[src/rtl/irq_agg_pkg.sv]
package irq_agg_pkg;
    localparam int unsigned OFF_CTRL   = 'h00;
    localparam int unsigned OFF_STAT   = 'h10;
    localparam int unsigned OFF_CLR    = 'h18;
    localparam int unsigned OFF_CHEN   = 'h20;
    localparam int unsigned OFF_CAP    = 'h40;
    localparam int unsigned OFF_CTX    = 'h50;

    localparam int unsigned CTRL_GATHER_BIT = 23;
    localparam int unsigned CTRL_CACHE_BIT  = 22;

    localparam int unsigned CAP_AES128_BIT  = 0;
    localparam int unsigned CAP_SHA1_BIT    = 16;
    localparam int unsigned CAP_SHA256_BIT  = 18;

    localparam logic [31:0] CAP_DEFAULT =
        (32'd1 << CAP_AES128_BIT) | (32'd1 << CAP_SHA1_BIT) | (32'd1 << CAP_SHA256_BIT);
endpackage

[src/rtl/irq_agg_status.sv]
module irq_agg_status #(
    parameter int unsigned NUM_CH = 4
) (
    input  logic              clk,
    input  logic              rst_n,
    input  logic [NUM_CH-1:0] done_i,
    input  logic [NUM_CH-1:0] clr_i,
    output logic [NUM_CH-1:0] status_o
);
    typedef struct packed {
        logic [NUM_CH-1:0] pend;
    } stat_t;

    stat_t st_d, st_q;

    always_comb begin
        st_d = st_q;
        // a set in the same cycle wins over a clear
        st_d.pend = (st_q.pend & ~clr_i) | done_i;
    end

    always_ff @(posedge clk or negedge rst_n) begin
        if (!rst_n) st_q <= '0;
        else        st_q <= st_d;
    end

    assign status_o = st_q.pend;

    a_r2_pulse_sets: assert property (@(posedge clk) disable iff (!rst_n)
        (done_i != '0) |=> ((status_o & $past(done_i)) == $past(done_i)));

    a_r3_clear_empties: assert property (@(posedge clk) disable iff (!rst_n)
        ((clr_i & ~done_i) != '0) |=> ((status_o & $past(clr_i & ~done_i)) == '0));

    a_r4_unmasked_kept: assert property (@(posedge clk) disable iff (!rst_n)
        ((status_o & ~clr_i) != '0) |=>
            ((status_o & $past(status_o & ~clr_i)) == $past(status_o & ~clr_i)));
endmodule

[src/rtl/irq_agg_cfg.sv]
module irq_agg_cfg
    import irq_agg_pkg::*;
#(
    parameter int unsigned NUM_CH = 4,
    parameter int unsigned CHEN_W = 8,
    parameter int unsigned DATA_W = 32
) (
    input  logic              clk,
    input  logic              rst_n,
    input  logic              wr_ctrl_i,
    input  logic              wr_chen_i,
    input  logic              wr_ctx_i,
    input  logic [DATA_W-1:0] wdata_i,
    output logic [DATA_W-1:0] ctrl_o,
    output logic [CHEN_W-1:0] chen_o,
    output logic [DATA_W-1:0] ctx_o
);
    localparam logic [DATA_W-1:0] CTRL_MASK =
        (DATA_W'(1) << CTRL_GATHER_BIT) | (DATA_W'(1) << CTRL_CACHE_BIT) |
        DATA_W'((64'd1 << NUM_CH) - 64'd1);

    typedef struct packed {
        logic              gather;
        logic              cache;
        logic [NUM_CH-1:0] ien;
        logic [CHEN_W-1:0] chen;
        logic [DATA_W-1:0] ctx;
    } cfg_t;

    cfg_t cfg_d, cfg_q;

    always_comb begin
        cfg_d = cfg_q;
        if (wr_ctrl_i) begin
            cfg_d.gather = wdata_i[CTRL_GATHER_BIT];
            cfg_d.cache  = wdata_i[CTRL_CACHE_BIT];
            cfg_d.ien    = wdata_i[NUM_CH-1:0];
        end
        if (wr_chen_i) cfg_d.chen = wdata_i[CHEN_W-1:0];
        if (wr_ctx_i)  cfg_d.ctx  = wdata_i;
    end

    always_ff @(posedge clk or negedge rst_n) begin
        if (!rst_n) cfg_q <= '0;
        else        cfg_q <= cfg_d;
    end

    always_comb begin
        ctrl_o                  = '0;
        ctrl_o[CTRL_GATHER_BIT] = cfg_q.gather;
        ctrl_o[CTRL_CACHE_BIT]  = cfg_q.cache;
        ctrl_o[NUM_CH-1:0]      = cfg_q.ien;
    end

    assign chen_o = cfg_q.chen;
    assign ctx_o  = cfg_q.ctx;

    a_r6_ctrl_write: assert property (@(posedge clk) disable iff (!rst_n)
        wr_ctrl_i |=> (ctrl_o == ($past(wdata_i) & CTRL_MASK)));

    a_r7_chen_write: assert property (@(posedge clk) disable iff (!rst_n)
        wr_chen_i |=> (chen_o == $past(wdata_i[CHEN_W-1:0])));

    a_r8_ctx_write: assert property (@(posedge clk) disable iff (!rst_n)
        wr_ctx_i |=> (ctx_o == $past(wdata_i)));

    a_r11_cfg_hold: assert property (@(posedge clk) disable iff (!rst_n)
        !(wr_ctrl_i || wr_chen_i || wr_ctx_i) |=>
            ($stable(ctrl_o) && $stable(chen_o) && $stable(ctx_o)));
endmodule

[src/rtl/irq_agg_rdmux.sv]
module irq_agg_rdmux
    import irq_agg_pkg::*;
#(
    parameter int unsigned NUM_CH = 4,
    parameter int unsigned CHEN_W = 8,
    parameter int unsigned DATA_W = 32,
    parameter int unsigned ADDR_W = 8
) (
    input  logic [ADDR_W-1:0] addr_i,
    input  logic [NUM_CH-1:0] status_i,
    input  logic [DATA_W-1:0] ctrl_i,
    input  logic [CHEN_W-1:0] chen_i,
    input  logic [DATA_W-1:0] ctx_i,
    input  logic [DATA_W-1:0] cap_i,
    output logic [DATA_W-1:0] rdata_o
);
    always_comb begin
        rdata_o = '0;
        case (addr_i)
            ADDR_W'(OFF_CTRL): rdata_o = ctrl_i;
            ADDR_W'(OFF_STAT): rdata_o[NUM_CH-1:0] = status_i;
            ADDR_W'(OFF_CHEN): rdata_o[CHEN_W-1:0] = chen_i;
            ADDR_W'(OFF_CAP):  rdata_o = cap_i;
            ADDR_W'(OFF_CTX):  rdata_o = ctx_i;
            default:           rdata_o = '0;
        endcase
    end
endmodule

[src/rtl/irq_status_agg.sv]
module irq_status_agg
    import irq_agg_pkg::*;
#(
    parameter int unsigned NUM_CH   = 4,
    parameter int unsigned CHEN_W   = 8,
    parameter int unsigned DATA_W   = 32,
    parameter int unsigned ADDR_W   = 8,
    parameter logic [31:0] CAP_WORD = CAP_DEFAULT
) (
    input  logic              clk,
    input  logic              rst_n,
    input  logic              wr_en,
    input  logic [ADDR_W-1:0] addr,
    input  logic [DATA_W-1:0] wdata,
    output logic [DATA_W-1:0] rdata,
    input  logic [NUM_CH-1:0] done_pulse,
    output logic              irq
);
    logic              wr_ctrl, wr_chen, wr_ctx, wr_clr;
    logic [NUM_CH-1:0] clr_mask;
    logic [NUM_CH-1:0] status;
    logic [DATA_W-1:0] ctrl;
    logic [CHEN_W-1:0] chen;
    logic [DATA_W-1:0] ctx;

    assign wr_ctrl  = wr_en && (addr == ADDR_W'(OFF_CTRL));
    assign wr_chen  = wr_en && (addr == ADDR_W'(OFF_CHEN));
    assign wr_ctx   = wr_en && (addr == ADDR_W'(OFF_CTX));
    assign wr_clr   = wr_en && (addr == ADDR_W'(OFF_CLR));
    assign clr_mask = wr_clr ? wdata[NUM_CH-1:0] : '0;

    irq_agg_status #(.NUM_CH(NUM_CH)) u_status (
        .clk      (clk),
        .rst_n    (rst_n),
        .done_i   (done_pulse),
        .clr_i    (clr_mask),
        .status_o (status)
    );

    irq_agg_cfg #(.NUM_CH(NUM_CH), .CHEN_W(CHEN_W), .DATA_W(DATA_W)) u_cfg (
        .clk       (clk),
        .rst_n     (rst_n),
        .wr_ctrl_i (wr_ctrl),
        .wr_chen_i (wr_chen),
        .wr_ctx_i  (wr_ctx),
        .wdata_i   (wdata),
        .ctrl_o    (ctrl),
        .chen_o    (chen),
        .ctx_o     (ctx)
    );

    irq_agg_rdmux #(.NUM_CH(NUM_CH), .CHEN_W(CHEN_W), .DATA_W(DATA_W), .ADDR_W(ADDR_W)) u_rdmux (
        .addr_i   (addr),
        .status_i (status),
        .ctrl_i   (ctrl),
        .chen_i   (chen),
        .ctx_i    (ctx),
        .cap_i    (DATA_W'(CAP_WORD)),
        .rdata_o  (rdata)
    );

    assign irq = |(status & ctrl[NUM_CH-1:0]);
endmodule

[config.mk]
export PLATFORM = sky130hd
export DESIGN_NAME = irq_status_agg
export DESIGN_NICKNAME = d
export VERILOG_FILES = /design/src/rtl/irq_agg_pkg.sv /design/src/rtl/irq_agg_status.sv /design/src/rtl/irq_agg_cfg.sv /design/src/rtl/irq_agg_rdmux.sv /design/src/rtl/irq_status_agg.sv
export SDC_FILE = /design/constraint.sdc
export NUM_CORES = 1
export LEC_CHECK = 0
export ABC_AREA = 1
export CAP_MARGIN = 20
export CORE_MARGIN = 2
export CORE_UTILIZATION = 40
export CTS_CLUSTER_SIZE = 12
export DETAILED_ROUTE_END_ITERATION = 7
export DONT_BUFFER_PORTS = 1
export PLACE_DENSITY_LB_ADDON = 0.1
export SLEW_MARGIN = 20
export SYNTH_ARGS = -nofsm -noshare
export SYNTH_HDL_FRONTEND = slang
export SYNTH_SLANG_ARGS = --single-unit
[constraint.sdc]
create_clock -name clk -period 1.4 [get_ports clk]
set_clock_uncertainty 0.2 [all_clocks]
set_input_delay 0.14 -clock clk [delete_from_list [all_inputs] [get_ports clk]]
set_output_delay 0.14 -clock clk [all_outputs]
set_load 0.02 [all_outputs]
==> summary.md <==
| Metric | Value |
|---|---|
| Hpwl dp | `3985 µm` |
| Post-route cell area | `~0.0038 mm²` |
| Clock power share | `34.6%` |
| Initial antenna violation count | `0` |
| Fin. max-slew vios | `0` |
| Slowest CP cell | `dfrtp_1` |
| Worst reg2reg path depth | `3` |
| Latest clock arrival within the worst-skew pair | `0.29 ns` |
| Die height | `89.35 µm` |
| Register area share after synthesis | `a little over two fifths` |
| Net Sw Power | `about 660 µW` |
| H-tree depth | `2` |
| Yosys reg bits | `50` |
| Via Count | `2174` |
| Mapped Area | `between 0.002 and 0.003 mm²` |
| Outcome | `complete, but fails checks` |
| Peak VDD IR | `0.5163 mV` |
| Pre-CTS WS | `0.007452 ns` |
| Num ports | `80` |
| Die area | `0.007983 mm²` |
| Crit share post-route | `107.0%` |
| Root Driver | `clkbuf_8` |
| Max-cap violations | `0` |
| CP max FO | `2` |
| Drt first pass iters | `4` |
| Post-Syn Instances | `336` |
| Setup-failing EPs final | `1` |
| Leakage power | `approximately 1.8 nW` |
| Logic pwr share | `11.9%` |
| CP Launch Type | `flip-flop` |
| Largest net degree at the start of global routing | `51` |
| Pwr Density | `761.1 mW/mm²` |
| Total track usage | `15.03%` |
| Most instantiated cells after synthesis | `89 x nand2_1, 68 x inv_1, 50 x dfrtp_1` |
| Main area contributors after synthesis | `dfrtp_1 43%, o21ai_2 12%, nand2_1 11%` |
| Total grt overflow | `0` |
| Syn Area/Cell | `8.673 µm²` |
| Total Power Consumption | `between 2 and 3 mW` |
| Critical path class | `reg2out` |
| Number of global-route vias before repair | `2053` |
| Post-Syn Nets | `383` |
| Fraction of registers with async set/reset | `100.0%` |
| Fillers | `720` |
| RSZ-0062 raised after global routing | `true` |
| Yosys top cell area share | `42.94%` |
| Crit path cell chain | `or2_4 > nand3_2 > nand2_1 > inv_1 > nand2_2` |
| Clock buffer count from CTS | `5` |
| Dpl cell area | `0.003052 mm²` |
| Gpl congestion | `roughly 0.73` |
| Chip width | `just under 90 µm` |
| Hold Fails Final Rpt | `50` |
| Min cycle time layout | `~1.5 ns` |
| Core Area | `~0.007 mm²` |
| Area Overhead vs Synth | `29.67%` |
| Ant diodes | `0` |
| EDFF count, synth | `0` |
| Data arrival, critical path | `1.16 ns` |
| Switching fraction of total power | `23.10%` |
| Non-Filler Instances | `between 400 and 500` |
| First-pass GRT wire length | `~9300 µm` |
| Most numerous cell in the Yosys netlist | `nand2_1` |
| Port Buffers | `0` |
| Clk pin slew, worst setup/hold paths | `0.09 ns` |
| Core Util, Final | `52.95%` |
| Routed len/inst | `around 13 µm` |
| FMAX | `667.7 MHz` |
| Synth area leader | `dfrtp_1` |
| Rel. slew slack | `74.44%` |
| Worst hold slack | `-0.6690 ns` |
| Setup_tns | `-0.09759 ns` |
| Primary FF master, synth | `dfrtp_1` |
| Drt drc | `0` |
| Slack of the critical path | `-0.09759 ns` |
| Max incr delay on CP | `0.39 ns` |
| CTS tree | `built` |
| 1st-iter DRT viols | `~130` |
| Share of cells above drive strength 1 | `30.05%` |
| Cell variety after synth | `21` |
| Rows | `31` |
| Routed WL | `6195 µm` |
| Total clock sinks | `50` |
| Worst Tran Pin Value | `0.3825 ns` |
| Starting density of the core | `approximately two fifths` |
| Placed cells | `435` |
| Via/cell ratio | `between 4 and 5` |
| P_int | `approximately 2.2 mW` |
| Fin nets | `442` |
| Worst EP required | `1.06 ns` |
| Synthesis Warnings | `0` |
| Post-route ant nets | `0` |
| CTS Buffer Depth | `2` |
| CP Capture Type | `primary output` |
| Hold Path Class | `in2async` |
| Violated checks | `hold timing, setup timing` |
| # hold bufs at CTS | `41` |
| Sequential fraction of design power | `53.5%` |
final cells by class:
type / instances / area (µm²) / share of cell area (%)
Inverter: 72 / 287.8 / 7.616
Timing Repair Buffer: 63 / 679.4 / 17.98
Sequential cell: 50 / 1251 / 33.11
Clock buffer: 7 / 76.32 / 2.020
Tap cell: 99 / 123.9 / 3.278
Clock inverter: 1 / 30.03 / 0.7947
Multi-Input combinational cell: 203 / 1330 / 35.20
final timing paths:
path	slack (ns)	endpoint	from
setup / recovery	-0.1	rdata[0]	u_cfg.ctx_o[0]$_DFFE_PN0P_
setup reg to reg	0.46	u_status.status_o[3]$_DFF_PN0_	u_status.status_o[3]$_DFF_PN0_
min in group clk	0.06	u_cfg.ctrl_o[2]$_DFFE_PN0P_	wr_en
max in group asynchronous	1.55	u_cfg.ctx_o[12]$_DFFE_PN0P_	rst_n
hold / removal	-0.67	u_cfg.ctx_o[2]$_DFFE_PN0P_	rst_n
hold reg to reg	0.28	u_cfg.ctx_o[26]$_DFFE_PN0P_	u_cfg.ctx_o[26]$_DFFE_PN0P_
logic make-up (layout without fill, tap and decap cells):
logic type	after synthesis	in the layout	synth area share, %
AND/OR/NAND/NOR	157	157	30.49
flip-flops	50	50	42.94
buffers and inverters	83	143	13.53
AO/OA/AOI/OAI	46	46	13.05
what timing repair did:
item / 4_1_cts / 5_1_grt
setup buffers: 0 / 8
pin swaps: 4 / 12
gates resized for setup: 7 / 15
setup endpoints to repair: 5 / 33
gates cloned: 0 / 3
endpoints found under the hold margin: 100 / 50
placed cells by master, fill, tap and decap left out, types with 2 or more instances in the layout:
| cell type | count |
|---|---|
| clkbuf_1 | 2 |
| o21ai_1 | 6 |
| nand2_2 | 9 |
| clkbuf_16 | 2 |
| inv_1 | 67 |
| inv_2 | 2 |
| buf_4 | 14 |
| nor2_8 | 2 |
| dfrtp_1 | 50 |
| nand2_4 | 3 |
| nand2_1 | 84 |
| nor2_4 | 26 |
| dlygate4sd3_1 | 40 |
| clkbuf_8 | 5 |
| nand3_1 | 19 |
| nand3_4 | 2 |
| buf_12 | 5 |
| o21ai_2 | 40 |
| nor2_1 | 6 |
sequential cells by signal, indices dropped and copies added (netlist names):
register,count
u_cfg.ctrl_o,6
u_cfg.ctx_o,32
u_cfg.chen_o,8
u_status.status_o,4
power groups by stage:
stage	clock network (mW)	logic [mW]	registers (mW)
after detailed placement	0	0.229	1.57
after CTS	1.05	0.328	1.54
after global routing	1.09	0.377	1.55
after floorplan	0	0.195	1.56
final	0.995	0.341	1.54
after global placement	0	0.227	1.57
layer usage:
| metal | vias up | GRT usage [%] | routed length [µm] |
|---|---|---|---|
| li1 | 1126 | - | - |
| met1 | 992 | 19.20 | 2747 |
| met2 | 51 | 25.52 | 3077 |
| met3 | 5 | 3.601 | 317 |
| met4 | 0 | 4.071 | 53 |
| met5 | - | 0 | 0 |
worst max-delay path, delay by kind of cell (launching register included):
| kind | cells | cell delay [ns] |
|---|---|---|
| buffers and inverters | 1 | 0.06 |
| flip-flops | 1 | 0.39 |
| AND/OR/NAND/NOR | 4 | 0.41 |
Power figures use the tool's default switching activity.
